`src/rtl/bfins_pkg.sv`:
```
package bfins_pkg;
  localparam int XLEN = 64;
  localparam int ILEN = 32;
  localparam int POSW = 6;
  localparam int REVW = 3;
  localparam logic [5:0] OPC_MAJOR = 6'b010110;
  localparam logic [5:0] OPC_MINOR = 6'b110100;
  localparam logic [REVW-1:0] MIN_REV = 3'd2;

  typedef struct packed {
    logic            hit;
    logic [POSW-1:0] hi;
    logic [POSW-1:0] lo;
  } dec_t;

  // contiguous ones from lo to hi inclusive (requires lo <= hi)
  function automatic logic [XLEN-1:0] span_mask(input logic [POSW-1:0] hi,
                                                 input logic [POSW-1:0] lo);
    logic [POSW:0] wdt;
    logic [XLEN:0] ones;
    wdt  = {1'b0, hi} - {1'b0, lo} + (POSW+1)'(1);
    ones = ((XLEN+1)'(1) << wdt) - (XLEN+1)'(1);
    return ones[XLEN-1:0] << lo;
  endfunction

  function automatic logic [XLEN-1:0] merge(input logic [XLEN-1:0] dst,
                                            input logic [XLEN-1:0] src,
                                            input logic [XLEN-1:0] msk,
                                            input logic [POSW-1:0] lo);
    return (dst & ~msk) | ((src << lo) & msk);
  endfunction
endpackage

```
`src/rtl/bfins_decode.sv`:
```
module bfins_decode
  import bfins_pkg::*;
(
  input  logic [ILEN-1:0] instr,
  input  logic [REVW-1:0] isa_rev,
  output dec_t            dec,
  output logic            rev_ok,
  output logic            inverted
);
  always_comb begin
    dec.hit  = (instr[31:26] == OPC_MAJOR) && (instr[5:0] == OPC_MINOR);
    dec.hi   = {1'b1, instr[15:11]};
    dec.lo   = {1'b1, instr[10:6]};
    rev_ok   = (isa_rev >= MIN_REV);
    inverted = dec.lo > dec.hi;
  end
endmodule

```
`src/rtl/bfins_mask.sv`:
```
module bfins_mask
  import bfins_pkg::*;
(
  input  logic [POSW-1:0] hi,
  input  logic [POSW-1:0] lo,
  output logic [XLEN-1:0] msk
);
  assign msk = span_mask(hi, lo);
endmodule

```
`src/rtl/bfins_merge.sv`:
```
module bfins_merge
  import bfins_pkg::*;
(
  input  logic [XLEN-1:0] dst,
  input  logic [XLEN-1:0] src,
  input  logic [XLEN-1:0] msk,
  input  logic [POSW-1:0] lo,
  output logic [XLEN-1:0] res
);
  assign res = merge(dst, src, msk, lo);
endmodule

```
`src/rtl/bfins_upper_unit.sv`:
```
module bfins_upper_unit
  import bfins_pkg::*;
(
  input  logic            clk,
  input  logic            rst,
  input  logic            in_valid,
  input  logic [ILEN-1:0] instr,
  input  logic [XLEN-1:0] op_dst,
  input  logic [XLEN-1:0] op_src,
  input  logic [REVW-1:0] isa_rev,
  output logic            out_valid,
  output logic [XLEN-1:0] out_result,
  output logic            out_reserved,
  output logic            out_undef,
  output logic            out_not_mine
);
  dec_t            dec;
  logic            rev_ok;
  logic            inverted;
  logic [XLEN-1:0] msk;
  logic [XLEN-1:0] merged;

  // named events for the checker
  logic            foreign_evt;
  logic            reserved_evt;
  logic            undef_evt;
  logic            exec_evt;

  bfins_decode u_dec (
    .instr    (instr),
    .isa_rev  (isa_rev),
    .dec      (dec),
    .rev_ok   (rev_ok),
    .inverted (inverted)
  );

  bfins_mask u_mask (
    .hi  (dec.hi),
    .lo  (dec.lo),
    .msk (msk)
  );

  bfins_merge u_merge (
    .dst (op_dst),
    .src (op_src),
    .msk (msk),
    .lo  (dec.lo),
    .res (merged)
  );

  assign foreign_evt  = !dec.hit;
  assign reserved_evt = dec.hit && !rev_ok;
  assign undef_evt    = dec.hit && rev_ok && inverted;
  assign exec_evt     = dec.hit && rev_ok && !inverted;

  always_ff @(posedge clk) begin
    if (rst) begin
      out_valid    <= 1'b0;
      out_result   <= '0;
      out_reserved <= 1'b0;
      out_undef    <= 1'b0;
      out_not_mine <= 1'b0;
    end else begin
      out_valid <= in_valid;
      if (in_valid) begin
        out_not_mine <= foreign_evt;
        out_reserved <= reserved_evt;
        out_undef    <= undef_evt;
        if (exec_evt)       out_result <= merged;
        else if (undef_evt) out_result <= op_dst;
        else                out_result <= '0;
      end
    end
  end
endmodule

```
`config.mk`:
```
export PLATFORM = sky130hd
export DESIGN_NAME = bfins_upper_unit
export DESIGN_NICKNAME = d
export VERILOG_FILES = /design/src/rtl/bfins_pkg.sv /design/src/rtl/bfins_decode.sv /design/src/rtl/bfins_mask.sv /design/src/rtl/bfins_merge.sv /design/src/rtl/bfins_upper_unit.sv
export SDC_FILE = /design/constraint.sdc
export NUM_CORES = 1
export LEC_CHECK = 0
export ABC_AREA = 1
export BUFFER_PORTS_ARGS = -buffer_cell sky130_fd_sc_hd__buf_2
export CORE_ASPECT_RATIO = 0.6
export CORE_MARGIN = 4
export CORE_UTILIZATION = 40
export CTS_CLUSTER_SIZE = 10
export DETAILED_ROUTE_END_ITERATION = 10
export PLACE_DENSITY = 0.73
export SYNTH_ARGS = -nofsm -noshare
export SYNTH_HDL_FRONTEND = slang
export SYNTH_SLANG_ARGS = --single-unit
```
`constraint.sdc`:
```
create_clock -name clk -period 10.19 [get_ports clk]
set_clock_uncertainty 0.2 [all_clocks]
set_input_delay 1.019 -clock clk [delete_from_list [all_inputs] [get_ports clk]]
set_output_delay 1.019 -clock clk [all_outputs]
set_load 0.02 [all_outputs]
```
=== Word-level counts from Yosys, hierarchy flattened ===
Cells that the tools add are included.

* Register bits: 68
* Latch bits: 0
* Memory bits (writable): 0
* Memory bits (read-only): 0
* Bits of input ports: 166
* Output and inout port bits: 68
* Word-level logic and storage cells: 29
* Memories kept: 0

* Add/sub/neg operators: 3
* Multipliers: 0
* Div/mod/pow operators: 0
* Magnitude comparators: 2
* Equal/unequal tests: 2
* Shift-type cells: 3
* Muxes and demuxes: 2
* Bitwise gates (word level): 4
* Reductions and logical operators: 8

{| class="wikitable"
|+ Operator list
! cell !! number
|-
| AND 64 bit || 2
|-
| 2-to-1 mux 64 bit || 2
|-
| << shifter 64 x 6 -> 64 bit || 2
|-
| inverter 64 bit || 1
|-
| bitwise OR 64 bit || 1
|-
| << shifter 1 x 7 -> 64 bit (first input constant) || 1
|-
| subtractor 64 x 2 -> 64 bit (second input constant) || 1
|-
| adder 7 x 1 -> 7 bit (second input constant) || 1
|-
| subtractor 6 x 6 -> 7 bit || 1
|-
| equality test 6 x 5 -> 1 bit (second input constant) || 1
|-
| equality test 6 bit (second input constant) || 1
|-
| greater-than comparator 6 bit || 1
|-
| logical AND 1 bit || 5
|-
| greater-or-equal comparator 3 x 2 -> 1 bit (second input constant) || 1
|-
| logical NOT 1 bit || 3
|}

=== Depth between registers and ports, before layout ===
* Depth after elaboration: 9
* Mapped depth: 35

=== Cells and area by module ===
From an unflattened synthesis, not the netlist that was laid out.

* Cells, all modules: 3377
* Area, all modules: 16595.9 µm²

{| class="wikitable"
|+ Modules (own cells, without submodules)
! module !! instances !! cells an instance !! area each (µm²)
|-
| bfins_mask || 1 || 1785 || 8215.4
|-
| bfins_merge || 1 || 1012 || 4724.5
|-
| bfins_upper_unit || 1 || 528 || 3357.0
|-
| bfins_decode || 1 || 52 || 299.0
|}

=== Least setup slack after synthesis ===
OpenSTA, ideal clock, no wires.

* Path kind: input-to-reg
* From: in instr[6]
* To: reg out_result[55]
* Setup time: 0.114 ns
* Arrival: 4.972 ns
* Required time: 9.876 ns
* Slack: 4.905 ns
* Cell stages on the path: 31
* Path buffers: 4
* Path through: clkbuf_1 > inv_1 > buf_2 > buf_1 > ha_1 > ha_1 > inv_1 > fa_1 > inv_1 > nand4_2 > nand3_1 > nand2_2 > buf_6 > nand3_1 > ha_1 > inv_1 > nor2_1 > nand2_2 > nor2_2 > nand2_1 > nand2_1 > nand2_1 > o21ai_1 > nand2_1 > nand3_1 > nand2_1 > nor2_1 > o21ai_1 > or2_1 > nand3_1 > nand2_1

* Longest elaborated chain between the ends: 9
* Elaborated cells between the ends (all ways): 16

{| class="wikitable"
|+ Ends and longest elaborated chain
! what !! line !! source
|-
| from (decl) || bfins_upper_unit.sv:7 || <nowiki>input logic [ILEN-1:0] instr,</nowiki>
|-
| subtractor 6 x 6 -> 7 bit || bfins_pkg.sv:21 || <nowiki>wdt = {1'b0, hi} - {1'b0, lo} + (POSW+1)'(1);</nowiki>
|-
| adder 7 x 1 -> 7 bit || bfins_pkg.sv:21 ||
|-
| << shifter 1 x 7 -> 64 bit || bfins_pkg.sv:22 || <nowiki>ones = ((XLEN+1)'(1) << wdt) - (XLEN+1)'(1);</nowiki>
|-
| subtractor 64 x 2 -> 64 bit || bfins_pkg.sv:22 ||
|-
| << shifter 64 x 6 -> 64 bit || bfins_pkg.sv:23 || <nowiki>return ones[XLEN-1:0] << lo;</nowiki>
|-
| inverter 64 bit || bfins_pkg.sv:30 || <nowiki>return (dst & ~msk) | ((src << lo) & msk);</nowiki>
|-
| AND 64 bit || bfins_pkg.sv:30 ||
|-
| bitwise OR 64 bit || bfins_pkg.sv:30 ||
|-
| 2-to-1 mux 64 bit (*) || bfins_upper_unit.sv:69 || <nowiki>if (exec_evt) out_result <= merged;</nowiki>
|-
| to (signal assigned) || bfins_upper_unit.sv:69 ||
|-
| to (signal assigned) || bfins_upper_unit.sv:70 || <nowiki>else if (undef_evt) out_result <= op_dst;</nowiki>
|-
| to (decl) || bfins_upper_unit.sv:12 || <nowiki>output logic [XLEN-1:0] out_result,</nowiki>
|}

Every way passes the cells marked *; elsewhere a longest branch is shown, timed or not.
A chain may end at the register's enable or synchronous reset.

=== Final worst setup path ===
* From: in instr[8]
* To: reg out_result[55]

Same word-level chain as after synthesis.

==> results_dict.tcl <==
set metrics [dict create \
    status "finished clean" \
    drt_iter0_markers 1547 \
    met1_usage 0.447 \
    initial_core_util 0.407 \
    synth_nets 1782 \
    arrival_ns 6.63 \
    post_cts_buffers 0 \
    syn_area_sq_um 8560 \
    p_total_mw 1.04 \
    rr_worst_depth 3 \
    cp_num_buf_inv 6 \
    hp-class "reg2reg" \
    worst_setup_path_end_kind "flip-flop" \
    synth.yosys.seq_area_share 0.159 \
    io_pins 234 \
    busiest_layer "met1" \
    grt_max_degree 74 \
    ys_seq_elements 68 \
    timing.rr.end "out_result[38]" \
    htree_levels 3 \
    wl_um 34400 \
    placementRows 41 \
    layout_setup_ws_ns 3.58 \
    reg2reg_slack_ns 9.10 \
    final_net_count 1902 \
    powerDensity_nw_per_um2 106 \
    wl_per_cell_um 17.2 \
    synth_common_cells "nand2_1 (576), nand3_1 (276), inv_1 (124)" \
    drc 0 \
    synth_area_leader_cell "nand2_1" \
    synth_edf_count 0 \
    maxSlewViolCount 0 \
    async_flop_share 0 \
    leakagePower_nw 5.44 \
    synthDistinctLibCells 49 \
    synthToLayoutAreaGrowth_pct 14.8 \
    yosysMostFrequentCell "nand2_1" \
    chipHeight_um 121 \
    routabilityCongestion 0.995 \
    ys_warn_count 0 \
    dp_slack_ns 3.57 \
    numPortBuffers 190 \
    holdPathStages 2 \
    insertion_delay_ns 0.33 \
    setup_viol 0 \
    vias 11200 \
    cpMaxStageDelayCell "fa_1" \
    synth_area_leaders "nand2_1 (25%), nand3_1 (16%), dfxtp_1 (16%)" \
    yosys_most_used_dff "dfxtp_1" \
    final_layout_size_suffix_gt1_frac 0.166 \
    clk_pin_slew_worst_paths_ns 0.06 \
    slowest_delay_ns 0.49 \
    min_to "out_result[62]" \
    ir_worst_vdd_mv 0.0757 \
    grt_use_met3 0.0863 \
    post-route-period-util 0.649 \
    slew_headroom 0.264 \
    syn_inst 1598 \
    synth_top_area_frac 0.253 \
    place_hpwl_um 27300 \
    antenna_found_initial 0 \
    fin_crit_ns 6.61 \
    cts_tree "built" \
    die_x_um 197 \
    grt.total_usage 0.278 \
    cts_buffer_depth 2 \
    rsz0062_at_grt "false" \
    ctsHoldBuffers 0 \
    sequentialPowerShare 0.256 \
    dr.pass1.iters 6 \
    critPathTopFamily "simple AND/OR/NAND/NOR gates" \
    tightest_slew_ns 1.10 \
    cp_data_required_time_ns 10.21 \
    fin_setup_tns_ns 0 \
    worstHoldStart "out_result[62]" \
    grt_pass1_vias 9858 \
    crit_path_start_kind "input pin" \
    power_frac_comb 0.440 \
    critPathKind "in2reg" \
    intPower_mw 0.589 \
    hold_viol_final 0 \
    switching_share 0.435 \
    grt_util_met2 0.364 \
    grt_pass1_wl_um 53900 \
    drv_cap 0 \
    grt_overflow 0 \
    p_clk_frac 0.304 \
    die-area_sq_um 23900 \
    final_antenna_net_count 0 \
    crit_top_cell "nand2_1" \
    critPathMaxFanout 73 \
    placeableCoreArea_sq_um 21000 \
    switching_power_mw 0.454 \
    r2r-start "out_result[38]" \
    cts_resized 0 \
    fmax_mhz 151 \
    root_buffer "clkbuf_16" \
    postSynthAreaPerCell_sq_um 5.35 \
    clkSinkCount 68 \
    worst_hold_slack_ns 0.260 \
    numCtsBuffers 9 \
    via_per_inst 5.60 \
]
==> sequential cells by signal, summed over array words and instances (netlist names) <==
register / cells
out_not_mine: 1
out_reserved: 1
out_result: 64
out_undef: 1
out_valid: 1
==> through the flow <==
step,cell area [sq um],instances,util
after global placement,9530,1986,0.453
after detailed placement,9530,1986,0.453
after floorplan,8560,1598,-
final,9820,2003,0.467
after CTS,9820,2002,0.467
after global routing,9820,2002,0.467
==> how the worst max path moves through the flow <==
stage,start,to,slack [ns],cells past startpoint
2_1_floorplan,instr[6],out_result[55],4.90,31
3_5_place_dp,instr[8],out_result[55],3.57,28
3_3_place_gp,instr[8],out_result[55],3.64,28
5_1_grt,instr[8],out_result[55],3.19,28
4_1_cts,instr[8],out_result[55],3.91,28
6_report,instr[8],out_result[55],3.58,28
==> tightest hold or removal path, cell delays in order (launching register included) <==
cell and delay [ns]:
dfxtp_1 0.31, nand2_1 0.06, a21oi_1 0.05
==> cell type report <==
cell class              instances  area (sq um)
fillers                      2340         11200
multi-input cells            1303          6280
flip-flops and latches         68          1360
repair buffers                200          1030
inverters                     136           510
well taps                     279           349
clock buffers                  10           229
clock inverters                 6          63.8
diodes                          1          2.50
==> cell families (layout without fill, tap and decap cells) <==
logic type | Yosys count | in the layout | share of synthesized area
fa+ha+maj | 18 | 18 | 0.0290
flops | 68 | 68 | 0.159
buf+inv | 227 | 352 | 0.107
simple gates | 1054 | 1054 | 0.545
xor+xnor | 7 | 7 | 0.00804
compound gates | 219 | 219 | 0.146
mux | 5 | 5 | 0.00585
other cells | 0 | 1 | 0
==> metal layers <==
layer  vias to the layer above  wire, um  share of wire
met1                      5128     16800           0.49
met5                         -         0              0
met2                       579     12900           0.38
li1                       5482         -              -
met3                        27      4380           0.13
met4                         0       289         0.0084
==> power by group through the flow <==
stage | clock network [mW] | registers (mW) | logic [mW]
global route | 0.333 | 0.266 | 0.506
floorplan | 0 | 0.273 | 0.318
finish | 0.317 | 0.267 | 0.459
global placement | 0 | 0.272 | 0.432
CTS | 0.321 | 0.266 | 0.441
detailed placement | 0 | 0.272 | 0.439
==> placed cells by master (no fill, tap or decap), drive strengths merged, types with 3 or more instances in the layout <==
master,n
nand3b,4
dfxtp,68
or2,3
nand3,283
o21ai,121
buf,200
fa,3
o211ai,24
nand2,595
a32o,8
nand4,25
clkbuf,10
nor2,134
a31oi,3
mux2i,5
nor3,6
nor4,3
inv,135
a21oi,48
xor2,5
o22ai,6
clkinv,4
ha,15
No activity file was read; power rests on OpenSTA's default activity.
